## src/rtl/pm_pkg.sv

```systemverilog
package pm_pkg;

  typedef enum logic [1:0] {
    PS_STANDBY = 2'b00,
    PS_ENTER   = 2'b01,
    PS_DEEP    = 2'b10,
    PS_WAKE    = 2'b11
  } pwr_state_e;

  localparam logic [7:0] OPC_SLEEP   = 8'hB9;
  localparam logic [7:0] OPC_WAKE_ID = 8'hAB;

  localparam int BIT_W  = 3;
  localparam int BYTE_W = 3;

  // Bytes in a read-identity header: opcode plus three dummy bytes.
  localparam int ID_HDR_BYTES = 4;

  function automatic int max3(input int a, input int b, input int c);
    int m;
    m = (a > b) ? a : b;
    return (m > c) ? m : c;
  endfunction

  // Width needed to hold a reload value of (cycles - 1).
  function automatic int cnt_width(input int max_cycles);
    int w;
    w = $clog2(max_cycles);
    return (w < 1) ? 1 : w;
  endfunction

  // A state held for N cycles is loaded with N-1 and left at zero.
  function automatic int delay_load(input int cycles);
    return cycles - 1;
  endfunction

  // A frame whose select rose right after the eighth latched bit.
  function automatic logic frame_exact8(input logic [BYTE_W-1:0] bytes,
                                        input logic [BIT_W-1:0] bits);
    return (bytes == BYTE_W'(1)) && (bits == '0);
  endfunction

  // A frame that carried at least one bit past the opcode.
  function automatic logic frame_beyond8(input logic [BYTE_W-1:0] bytes,
                                         input logic [BIT_W-1:0] bits);
    return (bytes > BYTE_W'(1)) || ((bytes == BYTE_W'(1)) && (bits != '0));
  endfunction

endpackage

```

## src/rtl/pm_spi_front.sv

```systemverilog
module pm_spi_front
  import pm_pkg::*;
#(
  parameter int SYNC = 2
) (
  input  logic              clk,
  input  logic              rst_n,
  input  logic              cs_n_in,
  input  logic              sclk_in,
  input  logic              di_in,
  output logic              cs_low,
  output logic              cs_rise,
  output logic              sclk_fall,
  output logic              byte_done,
  output logic [BIT_W-1:0]  bit_cnt,
  output logic [BYTE_W-1:0] byte_cnt,
  output logic [7:0]        opcode
);

  logic [SYNC-1:0] cs_sync, sclk_sync, di_sync;
  logic            cs_d, sclk_d;
  logic            cs_s, sclk_s, di_s;
  logic            sclk_rise;
  logic [6:0]      shreg;

  // Synchroniser chains, one per pin, built by the same generate.
  generate
    if (SYNC == 1) begin : g_sync1
      always_ff @(posedge clk or negedge rst_n) begin
        if (!rst_n) begin
          cs_sync   <= '1;
          sclk_sync <= '0;
          di_sync   <= '0;
        end else begin
          cs_sync   <= cs_n_in;
          sclk_sync <= sclk_in;
          di_sync   <= di_in;
        end
      end
    end else begin : g_syncn
      always_ff @(posedge clk or negedge rst_n) begin
        if (!rst_n) begin
          cs_sync   <= '1;
          sclk_sync <= '0;
          di_sync   <= '0;
        end else begin
          cs_sync   <= {cs_sync[SYNC-2:0], cs_n_in};
          sclk_sync <= {sclk_sync[SYNC-2:0], sclk_in};
          di_sync   <= {di_sync[SYNC-2:0], di_in};
        end
      end
    end
  endgenerate

  assign cs_s   = cs_sync[SYNC-1];
  assign sclk_s = sclk_sync[SYNC-1];
  assign di_s   = di_sync[SYNC-1];

  always_ff @(posedge clk or negedge rst_n) begin
    if (!rst_n) begin
      cs_d   <= 1'b1;
      sclk_d <= 1'b0;
    end else begin
      cs_d   <= cs_s;
      sclk_d <= sclk_s;
    end
  end

  assign cs_low    = !cs_s;
  assign cs_rise   = cs_s && !cs_d;
  assign sclk_rise = sclk_s && !sclk_d && cs_low;
  assign sclk_fall = !sclk_s && sclk_d && cs_low;
  assign byte_done = sclk_rise && (bit_cnt == BIT_W'(7));

  // Bit and byte counters; cleared whenever select is high.
  always_ff @(posedge clk or negedge rst_n) begin
    if (!rst_n) begin
      bit_cnt  <= '0;
      byte_cnt <= '0;
      shreg    <= '0;
      opcode   <= '0;
    end else if (!cs_low) begin
      bit_cnt  <= '0;
      byte_cnt <= '0;
    end else if (sclk_rise) begin
      shreg   <= {shreg[5:0], di_s};
      bit_cnt <= bit_cnt + BIT_W'(1);
      if (byte_done) begin
        if (byte_cnt != '1) byte_cnt <= byte_cnt + BYTE_W'(1);
        if (byte_cnt == '0) opcode <= {shreg, di_s};
      end
    end
  end

  p_count_clear_r3: assert property (@(posedge clk) disable iff (!rst_n)
    !cs_low |=> (bit_cnt == '0) && (byte_cnt == '0));

endmodule

```

## src/rtl/pm_delay_timer.sv

```systemverilog
module pm_delay_timer #(
  parameter int W = 8
) (
  input  logic         clk,
  input  logic         rst_n,
  input  logic         load,
  input  logic [W-1:0] load_val,
  output logic         running,
  output logic         expire
);

  logic [W-1:0] cnt;

  always_ff @(posedge clk or negedge rst_n) begin
    if (!rst_n) begin
      cnt     <= '0;
      running <= 1'b0;
    end else if (load) begin
      cnt     <= load_val;
      running <= 1'b1;
    end else if (running) begin
      if (cnt == '0) running <= 1'b0;
      else           cnt     <= cnt - W'(1);
    end
  end

  assign expire = running && (cnt == '0);

  p_expire_ends_run_r2: assert property (@(posedge clk) disable iff (!rst_n)
    (expire && !load) |=> !running);

endmodule

```

## src/rtl/pm_power_fsm.sv

```systemverilog
module pm_power_fsm
  import pm_pkg::*;
#(
  parameter int T_DP   = 64,
  parameter int T_RES1 = 32,
  parameter int T_RES2 = 48,
  parameter int W      = 8
) (
  input  logic              clk,
  input  logic              rst_n,
  input  logic              cs_rise,
  input  logic [BIT_W-1:0]  bit_cnt,
  input  logic [BYTE_W-1:0] byte_cnt,
  input  logic [7:0]        opcode,
  input  logic              busy,
  input  logic              tmr_expire,
  output logic              tmr_load,
  output logic [W-1:0]      tmr_val,
  output pwr_state_e        state
);

  logic exact8, beyond8;
  logic sleep_req, sleep_go, wake_short, wake_after_id;

  assign exact8  = frame_exact8(byte_cnt, bit_cnt);
  assign beyond8 = frame_beyond8(byte_cnt, bit_cnt);

  // Named decode events, used by the assertions below.
  assign sleep_req     = cs_rise && exact8 && (opcode == OPC_SLEEP) && (state == PS_STANDBY);
  assign sleep_go      = sleep_req && !busy;
  assign wake_short    = cs_rise && exact8 && (opcode == OPC_WAKE_ID) && (state == PS_DEEP);
  assign wake_after_id = cs_rise && beyond8 && (opcode == OPC_WAKE_ID) && (state == PS_DEEP);

  always_comb begin
    tmr_load = sleep_go || wake_short || wake_after_id;
    if (sleep_go)        tmr_val = W'(delay_load(T_DP));
    else if (wake_short) tmr_val = W'(delay_load(T_RES1));
    else                 tmr_val = W'(delay_load(T_RES2));
  end

  always_ff @(posedge clk or negedge rst_n) begin
    if (!rst_n) begin
      state <= PS_STANDBY;
    end else begin
      unique case (state)
        PS_STANDBY: if (sleep_go) state <= PS_ENTER;
        PS_ENTER:   if (tmr_expire) state <= PS_DEEP;
        PS_DEEP:    if (wake_short || wake_after_id) state <= PS_WAKE;
        PS_WAKE:    if (tmr_expire) state <= PS_STANDBY;
        default:    state <= PS_STANDBY;
      endcase
    end
  end

  p_enter_from_standby_r2: assert property (@(posedge clk) disable iff (!rst_n)
    (state == PS_ENTER && $past(state) != PS_ENTER) |-> $past(state) == PS_STANDBY);

  p_busy_discard_r4: assert property (@(posedge clk) disable iff (!rst_n)
    (sleep_req && busy) |=> state == PS_STANDBY);

  p_deep_exit_waking_r6: assert property (@(posedge clk) disable iff (!rst_n)
    ($past(state) == PS_DEEP && state != PS_DEEP) |-> state == PS_WAKE);

  p_waking_to_standby_r8: assert property (@(posedge clk) disable iff (!rst_n)
    ($past(state) == PS_WAKE && state != PS_WAKE) |-> state == PS_STANDBY);

  p_enter_to_deep_r10: assert property (@(posedge clk) disable iff (!rst_n)
    ($past(state) == PS_ENTER && state != PS_ENTER) |-> state == PS_DEEP);

endmodule

```

## src/rtl/pm_id_shifter.sv

```systemverilog
module pm_id_shifter
  import pm_pkg::*;
#(
  parameter logic [7:0] DEV_ID = 8'h14
) (
  input  logic              clk,
  input  logic              rst_n,
  input  logic              cs_low,
  input  logic              sclk_fall,
  input  logic              byte_done,
  input  logic [BYTE_W-1:0] byte_cnt,
  input  logic [7:0]        opcode,
  input  pwr_state_e        state,
  output logic              do_bit,
  output logic              do_oe
);

  logic       armed;
  logic       arm;
  logic [2:0] idx;

  // Arm once the last dummy byte has been latched after a 0xAB opcode.
  assign arm = byte_done && (byte_cnt == BYTE_W'(ID_HDR_BYTES - 1)) &&
               (opcode == OPC_WAKE_ID) &&
               ((state == PS_STANDBY) || (state == PS_DEEP));

  always_ff @(posedge clk or negedge rst_n) begin
    if (!rst_n) begin
      armed  <= 1'b0;
      idx    <= 3'd7;
      do_bit <= 1'b0;
      do_oe  <= 1'b0;
    end else if (!cs_low) begin
      armed  <= 1'b0;
      idx    <= 3'd7;
      do_bit <= 1'b0;
      do_oe  <= 1'b0;
    end else begin
      if (arm) armed <= 1'b1;
      if (armed && sclk_fall) begin
        do_bit <= DEV_ID[idx];
        idx    <= idx - 3'd1;
        do_oe  <= 1'b1;
      end
    end
  end

  p_oe_drops_r9: assert property (@(posedge clk) disable iff (!rst_n)
    (do_oe && !cs_low) |=> !do_oe);

  p_oe_needs_ab_r7: assert property (@(posedge clk) disable iff (!rst_n)
    $rose(do_oe) |-> opcode == OPC_WAKE_ID);

endmodule

```

## src/rtl/pm_cmd_responder.sv

```systemverilog
module pm_cmd_responder
  import pm_pkg::*;
#(
  parameter int         T_DP        = 64,
  parameter int         T_RES1      = 32,
  parameter int         T_RES2      = 48,
  parameter logic [7:0] DEV_ID      = 8'h14,
  parameter int         SYNC_STAGES = 2
) (
  input  logic       clk,
  input  logic       rst_n,
  input  logic       spi_cs_n,
  input  logic       spi_sclk,
  input  logic       spi_di,
  input  logic       busy,
  output logic       spi_do,
  output logic       spi_do_oe,
  output logic [1:0] pwr_state
);

  localparam int TW = cnt_width(max3(T_DP, T_RES1, T_RES2));

  logic              cs_low, cs_rise, sclk_fall, byte_done;
  logic [BIT_W-1:0]  bit_cnt;
  logic [BYTE_W-1:0] byte_cnt;
  logic [7:0]        opcode;
  logic              tmr_load, tmr_running, tmr_expire;
  logic [TW-1:0]     tmr_val;
  pwr_state_e        state;

  pm_spi_front #(.SYNC(SYNC_STAGES)) u_front (
    .clk       (clk),
    .rst_n     (rst_n),
    .cs_n_in   (spi_cs_n),
    .sclk_in   (spi_sclk),
    .di_in     (spi_di),
    .cs_low    (cs_low),
    .cs_rise   (cs_rise),
    .sclk_fall (sclk_fall),
    .byte_done (byte_done),
    .bit_cnt   (bit_cnt),
    .byte_cnt  (byte_cnt),
    .opcode    (opcode)
  );

  pm_delay_timer #(.W(TW)) u_timer (
    .clk      (clk),
    .rst_n    (rst_n),
    .load     (tmr_load),
    .load_val (tmr_val),
    .running  (tmr_running),
    .expire   (tmr_expire)
  );

  pm_power_fsm #(.T_DP(T_DP), .T_RES1(T_RES1), .T_RES2(T_RES2), .W(TW)) u_fsm (
    .clk        (clk),
    .rst_n      (rst_n),
    .cs_rise    (cs_rise),
    .bit_cnt    (bit_cnt),
    .byte_cnt   (byte_cnt),
    .opcode     (opcode),
    .busy       (busy),
    .tmr_expire (tmr_expire),
    .tmr_load   (tmr_load),
    .tmr_val    (tmr_val),
    .state      (state)
  );

  pm_id_shifter #(.DEV_ID(DEV_ID)) u_id (
    .clk       (clk),
    .rst_n     (rst_n),
    .cs_low    (cs_low),
    .sclk_fall (sclk_fall),
    .byte_done (byte_done),
    .byte_cnt  (byte_cnt),
    .opcode    (opcode),
    .state     (state),
    .do_bit    (spi_do),
    .do_oe     (spi_do_oe)
  );

  assign pwr_state = state;

  // The timer only runs inside a transitional state.
  p_timer_in_transit_r10: assert property (@(posedge clk) disable iff (!rst_n)
    tmr_running |-> (state == PS_ENTER || state == PS_WAKE));

  p_oe_only_steady_r9: assert property (@(posedge clk) disable iff (!rst_n)
    spi_do_oe |-> (state == PS_STANDBY || state == PS_DEEP));

endmodule

```

## config.mk

```make
export PLATFORM = sky130hd
export DESIGN_NAME = pm_cmd_responder
export DESIGN_NICKNAME = d
export VERILOG_FILES = /design/src/rtl/pm_pkg.sv /design/src/rtl/pm_spi_front.sv /design/src/rtl/pm_delay_timer.sv /design/src/rtl/pm_power_fsm.sv /design/src/rtl/pm_id_shifter.sv /design/src/rtl/pm_cmd_responder.sv
export SDC_FILE = /design/constraint.sdc
export NUM_CORES = 1
export LEC_CHECK = 0
export CORE_MARGIN = 1.5
export CORE_UTILIZATION = 60
export CTS_CLUSTER_DIAMETER = 100
export DETAILED_ROUTE_END_ITERATION = 12
export PLACE_DENSITY_LB_ADDON = 0.2
export SLEW_MARGIN = 10
export SYNTH_ARGS = -nofsm -noshare
export SYNTH_HDL_FRONTEND = slang
export SYNTH_HIERARCHICAL = 1
export SYNTH_SLANG_ARGS = --single-unit
export TNS_END_PERCENT = 5
```

## constraint.sdc

```tcl
create_clock -name clk -period 2.52 [get_ports clk]
set_input_delay 0.756 -clock clk [delete_from_list [all_inputs] [get_ports clk]]
set_output_delay 0.756 -clock clk [all_outputs]
set_load 0.005 [all_outputs]
```

==> impl_summary.md <==
Route
The remaining number of nets flagged by the antenna check after routing is 0. For this run, the detailed router's first-pass iteration total came to 4. Dividing the detail-routed wire length by the instance count gives 14.9 um.

The final layout contains routed wiring with a total length of 3830 um. The via count of the routed design is 1,476. In the routed layout, each cell is associated on average with a via count of 5.74. The number of remaining DRC errors is 0. The detailed router finished its first iteration with 127 violations.

Global route
The number of antenna violations at the first check in global routing came to 0. The aggregate global-route resource usage is 21.0%. The via count of the first global-routing pass is 1,495. The residual overflow from global routing is 0. The first-pass GRT wire length is 6650 um.

The maximum number of pins on one net before global-route repair is 45.

Setup path
The reg2reg setup slack is 0.18 ns. The critical path in this run is classified as reg -> reg. The kind of start point of the critical path is a flip-flop.

Along the worst path, the maximum fanout reaches 6. Data arrives at the worst endpoint at 2.52 ns. The worst setup path is captured at a flip-flop. The capturing point of the worst reg2reg path is u_fsm/state[1].

The endpoint required time on the critical path is 2.70 ns. The launching point of the worst reg2reg path is u_fsm/state[0]. The number of cell instances on the worst register-to-register path is 7.

Floorplanning
The die width is 64.7 um. The die covers 4180 um^2. For this configuration, the core starts out at a cell density of 62.3%.

Pin placement for this block handled 10 I/O pins. The placement row count is 22. The die span in y is 64.7 um.

The placeable core region is 3660 um^2.

Finish
The number of inserted diodes is 0. The area growth from synthesis to final layout is 10.4%. The net count reported at finish is 228.

Of the cells placed in the final design, the portion with a size suffix greater than 1 is 23.9%. The post-layout utilization of the core is 68.8%. The filler cell count is 254. The final standard cell count with taps included and fillers excluded is 257.

Clock tree
The number of hold buffers added after CTS is 0. The clock root buffer is sky130_fd_sc_hd__clkbuf_8. The deepest clock path buffer count is 2. The tree built by TritonCTS fans out to 44 sinks. The worst-skew pair later-pin latency is 0.29 ns. Clock-pin slew was measured on the worst setup and hold paths at 0.08 ns.

The number of clock buffers added by TritonCTS is 5. TritonCTS built the clock tree. The H-tree was split into 2 levels. The number of setup buffers added after CTS is 0. In this run, post-CTS repair resized a total of 0 instances.

Yosys
The mean instance size in the synthesized netlist is 11.9 um^2. Among all flip-flop cells after synthesis, the most frequent one is sky130_fd_sc_hd__dfrtp_1. The count of mapped cells out of synthesis is 192. Yosys mapped the design onto 56 distinct sky130hd cell types. The area of the mapped netlist is 2280 um^2. The share of the Yosys chip area taken by registers is 48.6%.

The number of register bits inferred by synthesis is 44. The share of flip-flops with an asynchronous set or reset is 100%. The number of synthesized flops with an enable pin is 0. The Yosys step of the flow raised 6 warnings.

Min path
The destination of the worst hold path is u_front/cs_sync[1]. In this run the worst hold path is classified as reg -> reg. The cell depth of the worst hold path is 0. The worst hold path begins at u_front/cs_sync[0].

STA
The highest achievable clock rate is 428 MHz. The tightest hold path in the finished design has a slack of 0.360 ns. After layout, the worst path uses 92.8% of the clock period. Setup repair after global routing left no endpoint under its margin. The total negative slack is 0 ns. The final-report max-slew violation count was 0. The worst pin sits at a relative slew slack of 60.7%. The setup clock skew after layout is 0.00440 ns. The transition at the pin with the smallest max-transition slack is 0.589 ns. After layout, the minimum clock period comes to 2.34 ns.

The final number of setup-violating endpoints is 0. The number of hold-slack violations in the final timing report was 0.

Power
The peak ir drop on the vdd network is 496 uV. The switching share of power is 29.7%. The power per cell area is 681 nW/um^2. Combinational logic burns 18.6% of the power. The switching power is 510 uW. The proportion of power drawn by flip-flops and latches is 54.9%.

The clock network fraction of design power is 26.5%. Internal power comes to 1210 uW. Summing internal, switching and leakage power gives 1720 uW. Summed over all cells, the static leakage comes to 0.00118 uW.

Placed design
The number of instances in the placed design is 249. The estimated wirelength of the detail-placed design is 2840 um. The final weighted congestion in routability-driven placement is 0.800.

During placement, the flow inserted port buffers numbering 9.

Status
The flow ran to the end, and the final reports show no timing, DRC or antenna violations.

Flow run
The tool flagged a number of max-cap violations equal to 0.
==> critical path, cell delays in order (launching register included) <==
cell                       delay (ns)
sky130_fd_sc_hd__dfrtp_1         0.45
sky130_fd_sc_hd__inv_1           0.13
sky130_fd_sc_hd__ha_1            0.22
sky130_fd_sc_hd__and3b_1         0.22
sky130_fd_sc_hd__o21ai_1         0.09
sky130_fd_sc_hd__or3_2           0.44
sky130_fd_sc_hd__a221oi_2        0.32
sky130_fd_sc_hd__mux2_1          0.35
==> cell families (layout without fill, tap and decap cells) <==
family / Yosys count / in the layout / synth area share [%]
AOI/OAI and AO/OA: 32 / 32 / 9.65
other: 1 / 4 / 0.164
muxes: 19 / 19 / 9.21
buffers and inverters: 20 / 34 / 4.28
xor gates and xnor gates: 3 / 3 / 1.15
adders and majority gates: 14 / 14 / 7.68
and+or+nand+nor: 59 / 59 / 19.3
DFF: 44 / 44 / 48.6
==> cell usage after synthesis, drive strengths merged, types with 3 or more instances <==
cell type  number  area [um^2]
a21oi          10         50.1
buf             5         41.3
clkbuf          3         11.3
dfrtp          38          951
dfstp           6          158
ha             14          175
inv            12         45.0
mux2           16          180
mux2i           3         30.0
nand2          11         43.8
nand2b          3         18.8
nand3           4         20.0
nand3b          4         42.5
nor2           11         43.8
nor3b           4         30.0
o211ai          3         22.5
o21ai           6         30.0
or4b            4         47.6
==> cells in the final DEF, fill, tap and decap left out, drive strengths merged, types with 3 or more instances in the layout <==
master,count
o21ai,6
a21oi,10
nand3b,4
nand2b,3
o211ai,3
clkdlybuf4s50,8
buf,6
inv,13
nor2,11
nand2,11
nand3,4
clkbuf,6
nor3b,4
ha,14
mux2,16
dfstp,6
or4b,4
dfrtp,38
mux2i,3
conb,4
==> registers in the layout (all words and copies together), names as in the netlist, 2 cells and up <==
name,flops
u_front/opcode,8
u_front/shreg,7
u_timer/cnt,6
u_front/bit_cnt,3
u_front/byte_cnt,3
u_id/idx,3
u_front/cs_sync,2
u_front/di_sync,2
u_front/sclk_sync,2
u_fsm/state,2
==> power groups by stage <==
stage	registers, uW	logic (uW)	clock network (uW)
after floorplan	905	266	0
after global placement	943	296	0
after detailed placement	957	322	0
after CTS	943	323	471
after global routing	958	360	496
final	943	319	455
==> worst max path at each step <==
stage / from / end / cells after the start
detailed placement: busy / u_timer/cnt[0] / 7
global route: u_fsm/state[0] / u_fsm/state[1] / 7
floorplan: u_front/cs_sync[1] / u_fsm/state[1] / 7
CTS: u_timer/cnt[0] / u_fsm/state[1] / 7
global placement: busy / u_timer/cnt[0] / 7
finish: u_fsm/state[0] / u_fsm/state[1] / 7
==> final cells by class <==
| class | instances | area [um^2] | area share, % |
|---|---|---|---|
| Clock buffer | 6 | 82.6 | 3.28 |
| Clock inverter | 2 | 13.8 | 0.546 |
| Inverter | 12 | 45.0 | 1.79 |
| Multi-Input combinational cell | 131 | 1090 | 43.1 |
| Sequential cell | 44 | 1110 | 44.0 |
| Tap cell | 48 | 60.1 | 2.38 |
| Timing Repair Buffer | 14 | 123 | 4.87 |
==> layer usage <==
layer | wire (um) | track usage [%] | share of wire (%) | up-vias
li1 | - | - | - | 710
met1 | 1620 | 23.8 | 42 | 740
met2 | 2040 | 37.6 | 53 | 22
met3 | 120 | 4.86 | 3.1 | 4
met4 | 44 | 9.57 | 1.2 | 0
met5 | 0 | 0 | 0 | -
==> through the flow <==
| step | instance area, um^2 | worst slack [ns] |
|---|---|---|
| after floorplan | 2290 | 0.221 |
| after global placement | 2420 | 0.118 |
| after detailed placement | 2420 | 0.0453 |
| after CTS | 2520 | 0.179 |
| after global routing | 2520 | 0.0292 |
| final | 2520 | 0.181 |
Power figures use the tool's default switching activity.
